### config.mk
export PLATFORM = sky130hd
export DESIGN_NAME = retrig_oneshot
export DESIGN_NICKNAME = d
export VERILOG_FILES = /design/src/rtl/oneshot_pkg.sv /design/src/rtl/oneshot_sync.sv /design/src/rtl/oneshot_ctrl.sv /design/src/rtl/oneshot_dp.sv /design/src/rtl/retrig_oneshot.sv
export SDC_FILE = /design/constraint.sdc
export NUM_CORES = 1
export LEC_CHECK = 0
export ABC_AREA = 1
export BUFFER_PORTS_ARGS = -buffer_cell sky130_fd_sc_hd__buf_2
export CORE_MARGIN = 4
export CORE_UTILIZATION = 50
export CTS_CLUSTER_SIZE = 12
export DETAILED_ROUTE_END_ITERATION = 6
export PLACE_DENSITY = 0.78
export SYNTH_ARGS = -nofsm -noshare
export SYNTH_HDL_FRONTEND = slang
export SYNTH_SLANG_ARGS = --single-unit
### constraint.sdc
create_clock -name clk -period 1.5 [get_ports clk]
set_clock_uncertainty 0.15 [all_clocks]
set_input_delay 0.3 -clock clk [delete_from_list [all_inputs] [get_ports clk]]
set_output_delay 0.3 -clock clk [all_outputs]
set_load 0.01 [all_outputs]
### src/rtl/oneshot_pkg.sv
package oneshot_pkg;

  // Bit positions of the three control pins inside the synchronised vector
  localparam int PIN_FALL  = 0;
  localparam int PIN_RISE  = 1;
  localparam int PIN_CLEAR = 2;
  localparam int PIN_COUNT = 3;

  // Idle levels: falling-edge pin high, rising-edge pin low, clear released
  localparam logic [PIN_COUNT-1:0] PIN_IDLE = 3'b101;

  typedef struct packed {
    logic load;   // accept trigger: reload the duration counter
    logic clear;  // clear level active: kill the pulse
  } ctlStrobes_t;

endpackage

### src/rtl/oneshot_sync.sv
module oneshot_sync #(
  parameter int WIDTH = 3,
  parameter int STAGES = 2,
  parameter logic [WIDTH-1:0] RST_VAL = '0
) (
  input  logic             clk,
  input  logic             sysRst,
  input  logic [WIDTH-1:0] rawIn,
  output logic [WIDTH-1:0] syncOut
);

  logic [STAGES-1:0][WIDTH-1:0] stageQ;

  always_ff @(posedge clk) begin
    if (sysRst) begin
      stageQ <= {STAGES{RST_VAL}};
    end else begin
      for (int s = STAGES - 1; s > 0; s--) begin
        stageQ[s] <= stageQ[s-1];
      end
      stageQ[0] <= rawIn;
    end
  end

  assign syncOut = stageQ[STAGES-1];

endmodule

### src/rtl/oneshot_ctrl.sv
module oneshot_ctrl
  import oneshot_pkg::*;
(
  input  logic                 clk,
  input  logic                 sysRst,
  input  logic [PIN_COUNT-1:0] syncLvl,
  output ctlStrobes_t          strobes
);

  logic [PIN_COUNT-1:0] prevLvl;
  logic [PIN_COUNT-1:0] riseEdge;
  logic [PIN_COUNT-1:0] fallEdge;

  always_ff @(posedge clk) begin
    if (sysRst) prevLvl <= PIN_IDLE;
    else        prevLvl <= syncLvl;
  end

  generate
    for (genvar p = 0; p < PIN_COUNT; p++) begin : g_edge
      assign riseEdge[p] = syncLvl[p] & ~prevLvl[p];
      assign fallEdge[p] = ~syncLvl[p] & prevLvl[p];
    end
  endgenerate

  logic fallLow, riseHigh, clrHigh;
  logic fireFall, fireRise, fireClear;

  always_comb begin
    fallLow   = ~syncLvl[PIN_FALL];
    riseHigh  = syncLvl[PIN_RISE];
    clrHigh   = syncLvl[PIN_CLEAR];
    fireFall  = fallEdge[PIN_FALL] & riseHigh;
    fireRise  = riseEdge[PIN_RISE] & fallLow;
    fireClear = riseEdge[PIN_CLEAR] & fallLow & riseHigh;
    // A low clear level masks every trigger path
    strobes.load  = clrHigh & (fireFall | fireRise | fireClear);
    strobes.clear = ~clrHigh;
  end

endmodule

### src/rtl/oneshot_dp.sv
module oneshot_dp
  import oneshot_pkg::*;
#(
  parameter int LEN_W = 16
) (
  input  logic             clk,
  input  logic             sysRst,
  input  ctlStrobes_t      strobes,
  input  logic [LEN_W-1:0] pulseLen,
  output logic [LEN_W-1:0] cntVal,
  output logic             pulseOut,
  output logic             pulseOutN
);

  localparam logic [LEN_W-1:0] LEN_ONE = {{(LEN_W-1){1'b0}}, 1'b1};

  logic [LEN_W-1:0] loadVal;
  logic             cntLive;

  assign loadVal = (pulseLen == '0) ? LEN_ONE : pulseLen;
  assign cntLive = (cntVal != '0);

  always_ff @(posedge clk) begin
    if (sysRst)             cntVal <= '0;
    else if (strobes.clear) cntVal <= '0;
    else if (strobes.load)  cntVal <= loadVal;
    else if (cntLive)       cntVal <= cntVal - LEN_ONE;
  end

  assign pulseOut  = cntLive & ~strobes.clear;
  assign pulseOutN = ~pulseOut;

endmodule

### src/rtl/retrig_oneshot.sv
module retrig_oneshot
  import oneshot_pkg::*;
#(
  parameter int LEN_W = 16,
  parameter int SYNC_STAGES = 2
) (
  input  logic             clk,
  input  logic             sysRst,
  input  logic             trigFallN,
  input  logic             trigRise,
  input  logic             clearN,
  input  logic [LEN_W-1:0] pulseLen,
  output logic             pulseOut,
  output logic             pulseOutN
);

  logic [PIN_COUNT-1:0] rawPins;
  logic [PIN_COUNT-1:0] syncLvl;
  ctlStrobes_t          strobes;
  logic [LEN_W-1:0]     cntVal;

  always_comb begin
    rawPins            = '0;
    rawPins[PIN_FALL]  = trigFallN;
    rawPins[PIN_RISE]  = trigRise;
    rawPins[PIN_CLEAR] = clearN;
  end

  oneshot_sync #(
    .WIDTH(PIN_COUNT), .STAGES(SYNC_STAGES), .RST_VAL(PIN_IDLE)
  ) u_sync (
    .clk(clk), .sysRst(sysRst), .rawIn(rawPins), .syncOut(syncLvl)
  );

  oneshot_ctrl u_ctrl (
    .clk(clk), .sysRst(sysRst), .syncLvl(syncLvl), .strobes(strobes)
  );

  oneshot_dp #(.LEN_W(LEN_W)) u_dp (
    .clk(clk), .sysRst(sysRst), .strobes(strobes), .pulseLen(pulseLen),
    .cntVal(cntVal), .pulseOut(pulseOut), .pulseOutN(pulseOutN)
  );

endmodule

==> results.md, run 1 <==
* Clock power frac at 0.081
* Asr flop ratio synth at 0
* Cell with the most instances after synthesis: nand2_1
* Seq pwr share at 0.235
* Clk sink count at 25
* Die ar. at 0.00380 mm²
* CP Capture Type: output port
* Logic pwr share at 0.684
* Final Hold Fails at 0
* Worst-path clk slew at 0.15 ns
* I/O pin count at 23
* RSZ-0062 raised after global routing: true
* Vias at approximately 1,600
* Leakage power at slightly above 1 nW
* Layout cell share with drive strength beyond 1 at 0.487
* Area growth, synth to finish at 49.3%
* Req. time, crit path at 1.05 ns
* CP bufs+invs at 3
* Die width at about 62 µm
* Placed Cells at 286
* Ant. Diodes at 0
* First-pass DRT Iterations at 4
* Initial Util at 0.521
* Synth Instances at 218
* Slowest CP cell: dfxtp_2
* Crit path launch type: flop
* Post-synth EDFFs at 0
* Max_cap viols at 0
* Tot GR Track Use at 0.220
* Initial antenna violation count at 0
* Most used DFF post-synth: dfxtp_1
* Reg2reg end: u_dp.cntVal[8]
* CTS tree: yes
* CTS root buf: clkbuf_4
* Final setup fails at 6
* P_int at between 0.002 and 0.0025 W
* Distinct cells, synth at 30
* Most frequent cell on the critical path: nand2_1
* Fin worst setup slack at -0.352 ns
* Max Slew Vio Count at 0
* Outcome: complete, but fails checks
* PwrDens at ~1900 mW/mm²
* Mapped cell area at 0.00144 mm²
* Top cell type's share of synthesized area at 0.348
* GPL Wtd Cong at between 0.8 and 0.9
* H-tree Lvls at 1
* Vias/cell at 5.36
* Worst Tran Pin Value at 0.319 ns
* Mapped Nets at 240
* First-pass GRT wire length at 6190 µm
* Total CTS buffers at 3
* Worst EP arrival at between 1 and 1.5 ns
* Vias in the first global route at 1,495
* Overflow left after global routing at 0
* Hold_sp: pulseLen[14]
* Post-synth top cells: 63 x nand2_1, 41 x nor2_1, 25 x dfxtp_1
* Cells along the critical path: inv_2 > ha_4 > nand2_4 > nor2_4 > nand2_1 > nand2_1 > inv_1 > buf_2
* Worst hold path depth at 3
* Crit path time final at 1.85 ns
* Place WS at -0.0132 ns
* IO Port Bufs at 22
* CP max stage delay at 0.35 ns
* Max rail drop VDD at 1.56 mV
* Worst R2R Path Depth at 9
* Critical path type: reg -> out
* Leading area contributor after synthesis: dfxtp_1
* Max Freq at 540 MHz
* Violated checks: setup timing
* WL/cell at 14.9 µm
* Register bit total from synthesis at 25
* WL final at 4560 µm
* CP top delay family: flip-flops
* Switching Share at 0.459
* Initial DRC count at 90
* Post-detailed-route count of antenna-violating nets at 0
* Worst hold path class: in -> reg
* DRC at 0
* Post-DP HPWL at 2510 µm
* Die Span Y at roughly 62 µm
* Largest net degree at the start of global routing at 16
* Filler cell count at 155
* Mean Syn Cell Area at approximately 6.6 µm²
* Fin cells at 306
* P_sw at about 0.0019 W
* R2R Setup Slk at -0.04 ns
* Core area at roughly 0.0028 mm²
* Clk Latency, worst-skew pair at 0.34 ns
* Crit Reg-Reg Startpoint: u_dp.cntVal[8]
* Max-slew headroom at 0.786
* Fin util at 0.779
* Hold EP: u_dp.cntVal[14]
* YS warnings at 0
* Period utilisation layout at 1.23
* Std-Cell Rows at 19
* Crit-path max FO at 2
* # nets final at 298
* Clock buffer depth at 2
* Register area share after synthesis at 0.348
* Ranking of synthesized cells by area: dfxtp_1 35%, nand2_1 16%, nor2_1 11%
[tightest hold or removal path, delay by kind of cell]
family / cells / cell delay, ns
and+or+nand+nor: 1 / 0.06
buffers and inverters: 1 / 0.10
AOI/OAI and AO/OA: 1 / 0.05
[logic make-up (layout without fill, tap and decap cells)]
group / after synthesis / after routing / share of synthesized area
and+or+nand+nor: 147 / 147 / 0.472
AOI/OAI and AO/OA: 18 / 18 / 0.0783
adders and majority gates: 1 / 1 / 0.00870
xor gates and xnor gates: 2 / 2 / 0.0122
buffers and inverters: 25 / 82 / 0.0809
DFF: 25 / 25 / 0.348
[worst max-delay path by stage]
| stage | start | to | slack, ns | cells past startpoint |
|---|---|---|---|---|
| floorplan | u_dp.cntVal[1] | pulseOut | 0.03 | 7 |
| global placement | u_dp.cntVal[1] | pulseOut | 0.006 | 8 |
| detailed placement | u_dp.cntVal[1] | pulseOut | -0.01 | 8 |
| CTS | u_dp.cntVal[0] | pulseOut | -0.27 | 8 |
| global route | u_dp.cntVal[0] | pulseOut | -0.43 | 8 |
| finish | u_dp.cntVal[0] | pulseOut | -0.35 | 8 |
[cell usage in the layout (no fill, tap or decap), types with 3 or more instances in the layout]
cell type and instances:
nand3_1 13, nor2_4 16, nand2_4 4, nand2_1 56
inv_2 4, buf_2 22, inv_1 14, o21ai_0 4
buf_6 9, or2_2 5, o21ai_1 3, dlygate4sd3_1 3
nor2_1 27, nor2_2 5, dfxtp_4 5, buf_4 23
nand3_2 4, nand2_2 8, clkbuf_4 3, a21oi_2 3
dfxtp_1 9, dfxtp_2 11
[metal layers]
| layer | part of all wire | vias up | track usage |
|---|---|---|---|
| li1 | - | 795 | - |
| met2 | 0.51 | 65 | 0.402 |
| met1 | 0.41 | 759 | 0.254 |
| met5 | 0 | - | 0 |
| met3 | 0.043 | 20 | 0.0189 |
| met4 | 0.040 | 0 | 0.106 |
[power groups by stage]
stage               Clock (W)  Sequential (W)  Combinational (W)
finish               0.000334        0.000975            0.00283
detailed placement          0        0.000901            0.00195
global placement            0        0.000899            0.00191
floorplan                   0        0.000895            0.00134
global route         0.000363        0.000989            0.00306
CTS                  0.000331        0.000924            0.00213
[final cells by class]
| type | count | area, µm² | share of cell area |
|---|---|---|---|
| Clock buffer | 3 | 22.5 | 0.0105 |
| Clock inverter | 1 | 7.51 | 0.00350 |
| Inverter | 20 | 82.6 | 0.0385 |
| Multi-Input combinational cell | 168 | 1030 | 0.479 |
| Sequential cell | 25 | 533 | 0.248 |
| Tap cell | 31 | 38.8 | 0.0181 |
| Timing Repair Buffer | 58 | 434 | 0.202 |
[registers in the layout (all words and copies together), names as in the netlist]
register,count
u_ctrl.prevLvl,3
u_dp.cntVal,16
u_sync.stageQ,3
u_sync.syncOut,3
[per-stage QoR]
| stage | TNS (ns) | hold WS (ns) | total power (W) | area (µm²) |
|---|---|---|---|---|
| 2_1_floorplan | 0 | 0.238 | 0.00223 | 1450 |
| 3_3_place_gp | 0 | 0.241 | 0.00281 | 1710 |
| 3_5_place_dp | -0.0202 | 0.244 | 0.00285 | 1710 |
| 4_1_cts | -0.665 | 0.0426 | 0.00339 | 1890 |
| 5_1_grt | -1.60 | 0.0294 | 0.00441 | 2150 |
| 6_report | -0.747 | 0.0399 | 0.00414 | 2150 |
[what timing repair did]
item                                   4_1_cts  5_1_grt
endpoints found under the hold margin        3        0
gates resized for setup                     23       61
hold buffers                                 3        0
setup endpoints to repair                    3       18
pin swaps                                    7       21
buffers inserted                             7        6
Note: power is estimated with default switching activity, not from simulation.
==> inputs of run 2 (changes only) <==
--- a/config.mk
+++ b/config.mk
@@ -8,10 +8,11 @@
 export ABC_AREA = 1
 export BUFFER_PORTS_ARGS = -buffer_cell sky130_fd_sc_hd__buf_2
 export CORE_MARGIN = 4
-export CORE_UTILIZATION = 50
+export CORE_UTILIZATION = 52
+export CTS_BUF_LIST = sky130_fd_sc_hd__clkbuf_4
 export CTS_CLUSTER_SIZE = 12
 export DETAILED_ROUTE_END_ITERATION = 6
-export PLACE_DENSITY = 0.78
+export PLACE_DENSITY = 0.8
 export SYNTH_ARGS = -nofsm -noshare
 export SYNTH_HDL_FRONTEND = slang
 export SYNTH_SLANG_ARGS = --single-unit
==> constraint.sdc (replaced) <==
create_clock -name clk -period 1.5 [get_ports clk]
set_clock_uncertainty 0.15 [all_clocks]
set_input_delay 0.15 -clock clk [delete_from_list [all_inputs] [get_ports clk]]
set_output_delay 0.15 -clock clk [all_outputs]
set_load 0.01 [all_outputs]
==> results.md, run 2 (same netlist as run 1, synthesis figures left out) <==
* Outcome: complete, but fails checks
* Violated checks: setup timing
* Clk sink count at 25 (unchanged)
* P_sw at 0.00169 W (-11%)
* Die ar. at 0.00367 mm² (-3.3%)
* Switching Share at 0.464 (+0.00576)
* Initial Util at 0.560 (+0.0386)
* Max rail drop VDD at 1.41 mV (-10%)
* CTS root buf: clkbuf_4
* CP bufs+invs at 3 (unchanged)
* Seq pwr share at 0.266 (+0.031)
* Ant. Diodes at 0 (unchanged)
* Total CTS buffers at 3 (unchanged)
* WL/cell at 14.0 µm (-6.0%)
* Leakage power at 0.967 nW (-4.4%)
* Clk Latency, worst-skew pair at 0.33 ns (about the same)
* Post-detailed-route count of antenna-violating nets at 0 (unchanged)
* Biggest register: u_dp.cntVal
* Largest register FFs at 16 (unchanged)
* Worst hold path class: in -> reg
* Place WS at -0.0728 ns (-0.0596 ns)
* Critical path type: reg -> out
* Crit-path max FO at 2 (unchanged)
* Die width at 60.6 µm (-1.7%)
* Clock buffer depth at 2 (unchanged)
* Placed Area at 0.00159 mm² (-6.9%)
* Crit path time final at 1.67 ns (-0.186 ns)
* Slowest CP cell: dfxtp_2
* Max-slew headroom at 0.746 (-0.0405)
* Initial antenna violation count at 0 (unchanged)
* GPL Wtd Cong at 0.855 (-0.24%)
* Tot GR Track Use at 0.236 (+0.0163)
* Fin util at 0.798 (+0.0197)
* # nets final at 300 (+0.67%)
* Vias/cell at 5.34 (-0.39%)
* WL final at 4300 µm (-5.7%)
* Worst Tran Pin Value at 0.378 ns (+0.0596 ns)
* Initial DRC count at 111 (+23%)
* I/O pin count at 23 (unchanged)
* Final setup fails at 15 (+9)
* Largest net degree at the start of global routing at 15 (-1)
* First-pass DRT Iterations at 4 (unchanged)
* Top Usage Layer GRT: met2
* CTS tree: yes
* RSZ-0062 raised after global routing: true
* H-tree Lvls at 1 (unchanged)
* Logic pwr share at 0.649 (-0.035)
* Most frequent cells in the layout: 58 x nand2_1, 31 x nor2_1, 23 x buf_4
* Most common cell after layout, fill and taps aside: nand2_1
* PwrDens at 1770 mW/mm² (-8.2%)
* Worst-path clk slew at 0.13 ns (-0.02 ns)
* Post-DP HPWL at 2510 µm (+0.18%)
* Crit path launch type: flop
* Area growth, synth to finish at 42.6%
* Layout cell share with drive strength beyond 1 at 0.390 (-0.0974)
* Vias in the first global route at 1,545 (+3.3%)
* CP top delay family: flip-flops
* First-pass GRT wire length at 6520 µm (+5.3%)
* Std-Cell Rows at 18 (-1)
* Overflow left after global routing at 0 (unchanged)
* Grt met2 use at 0.408 (+0.00554)
* Max Freq at 600 MHz (+11%)
* Design Area, Final at 0.00205 mm² (-4.5%)
* CP Capture Type: output port
* DRC at 0 (unchanged)
* Worst EP arrival at 1.37 ns (-0.03 ns)
* Req. time, crit path at 1.20 ns (+0.15 ns)
* Fin worst setup slack at -0.166 ns (+0.186 ns)
* Final Hold Fails at 0 (unchanged)
* Clock power frac at 0.085 (+0.004)
* P_int at 0.00194 W (-13%)
* Max Slew Vio Count at 0 (unchanged)
* IO Port Bufs at 22 (unchanged)
* CP max stage delay at 0.36 ns (about the same)
* Cells along the critical path: inv_2 > ha_4 > nand2_4 > nor2_4 > nand2_2 > nand2_2 > inv_2 > buf_6
* Met3 GRT Util at 0.0362 (+0.0173)
* R2R Setup Slk at -0.16 ns (-0.12 ns)
* Grt met1 use at 0.286 (+0.0319)
* Vias at 1,638 (-0.061%)
* Core area at 0.00257 mm² (-6.9%)
* Die Span Y at 60.6 µm (-1.7%)
* Period utilisation layout at 1.11 (-0.124)
* Max_cap viols at 0 (unchanged)
-- run 2: through the flow --
step	cells	power [W]	hold WS [ns]	TNS, ns
6_report	307	0.00363	0.0127	-1.70
5_1_grt	307	0.00390	0.0424	-2.96
4_1_cts	306	0.00331	0.00659	-0.540
3_5_place_dp	271	0.00259	0.187	-0.371
3_3_place_gp	271	0.00256	0.182	-0.0806
2_1_floorplan	218	0.00220	0.104	0
-- run 2: metal layers --
layer | routed length [µm] | vias up | part of all wire
met2 | 2110 | 76 | 0.49
met5 | 0 | - | 0
met4 | 178 | 0 | 0.041
met1 | 1780 | 741 | 0.41
met3 | 240 | 22 | 0.056
li1 | - | 799 | -
-- run 2: area by class of cell --
cell class	instances	area, µm²
Tap cell	30	37.5
Timing Repair Buffer	60	439
Fill cell	163	518
Clock inverter	1	5.00
Sequential cell	25	519
Clock buffer	3	22.5
Multi-Input combinational cell	168	941
Inverter	20	85.1
-- run 2: final timing paths --
check,start,endpoint,cells past startpoint
max,u_dp.cntVal[0],pulseOut,8
max reg2reg,u_dp.cntVal[0],u_dp.cntVal[6],8
min reg2reg,u_sync.stageQ[1],u_sync.syncOut[1],2
min,pulseLen[8],u_dp.cntVal[8],5
-- run 2: power by group through the flow --
| stage | Sequential, W | Combinational [W] | Clock [W] |
|---|---|---|---|
| final | 0.000965 | 0.00236 | 0.000307 |
| after CTS | 0.000932 | 0.00207 | 0.000311 |
| after global routing | 0.000980 | 0.00259 | 0.000334 |
| after detailed placement | 0.000926 | 0.00166 | 0 |
| after floorplan | 0.000893 | 0.00131 | 0 |
| after global placement | 0.000921 | 0.00164 | 0 |
-- run 2: what timing repair did --
item | in CTS | in global routing
pin swaps | 10 | 8
endpoints found under the setup margin | 13 | 18
hold endpoints to repair | 19 | 0
resized for setup | 29 | 22
setup buffers | 16 | 2
hold buffers | 15 | 0
-- run 2: worst min-delay path, cell delays in order --
cell	delay, ns
buf_2	0.11
nand2_1	0.07
nand2_1	0.05
nand2_1	0.05
nor2_1	0.03
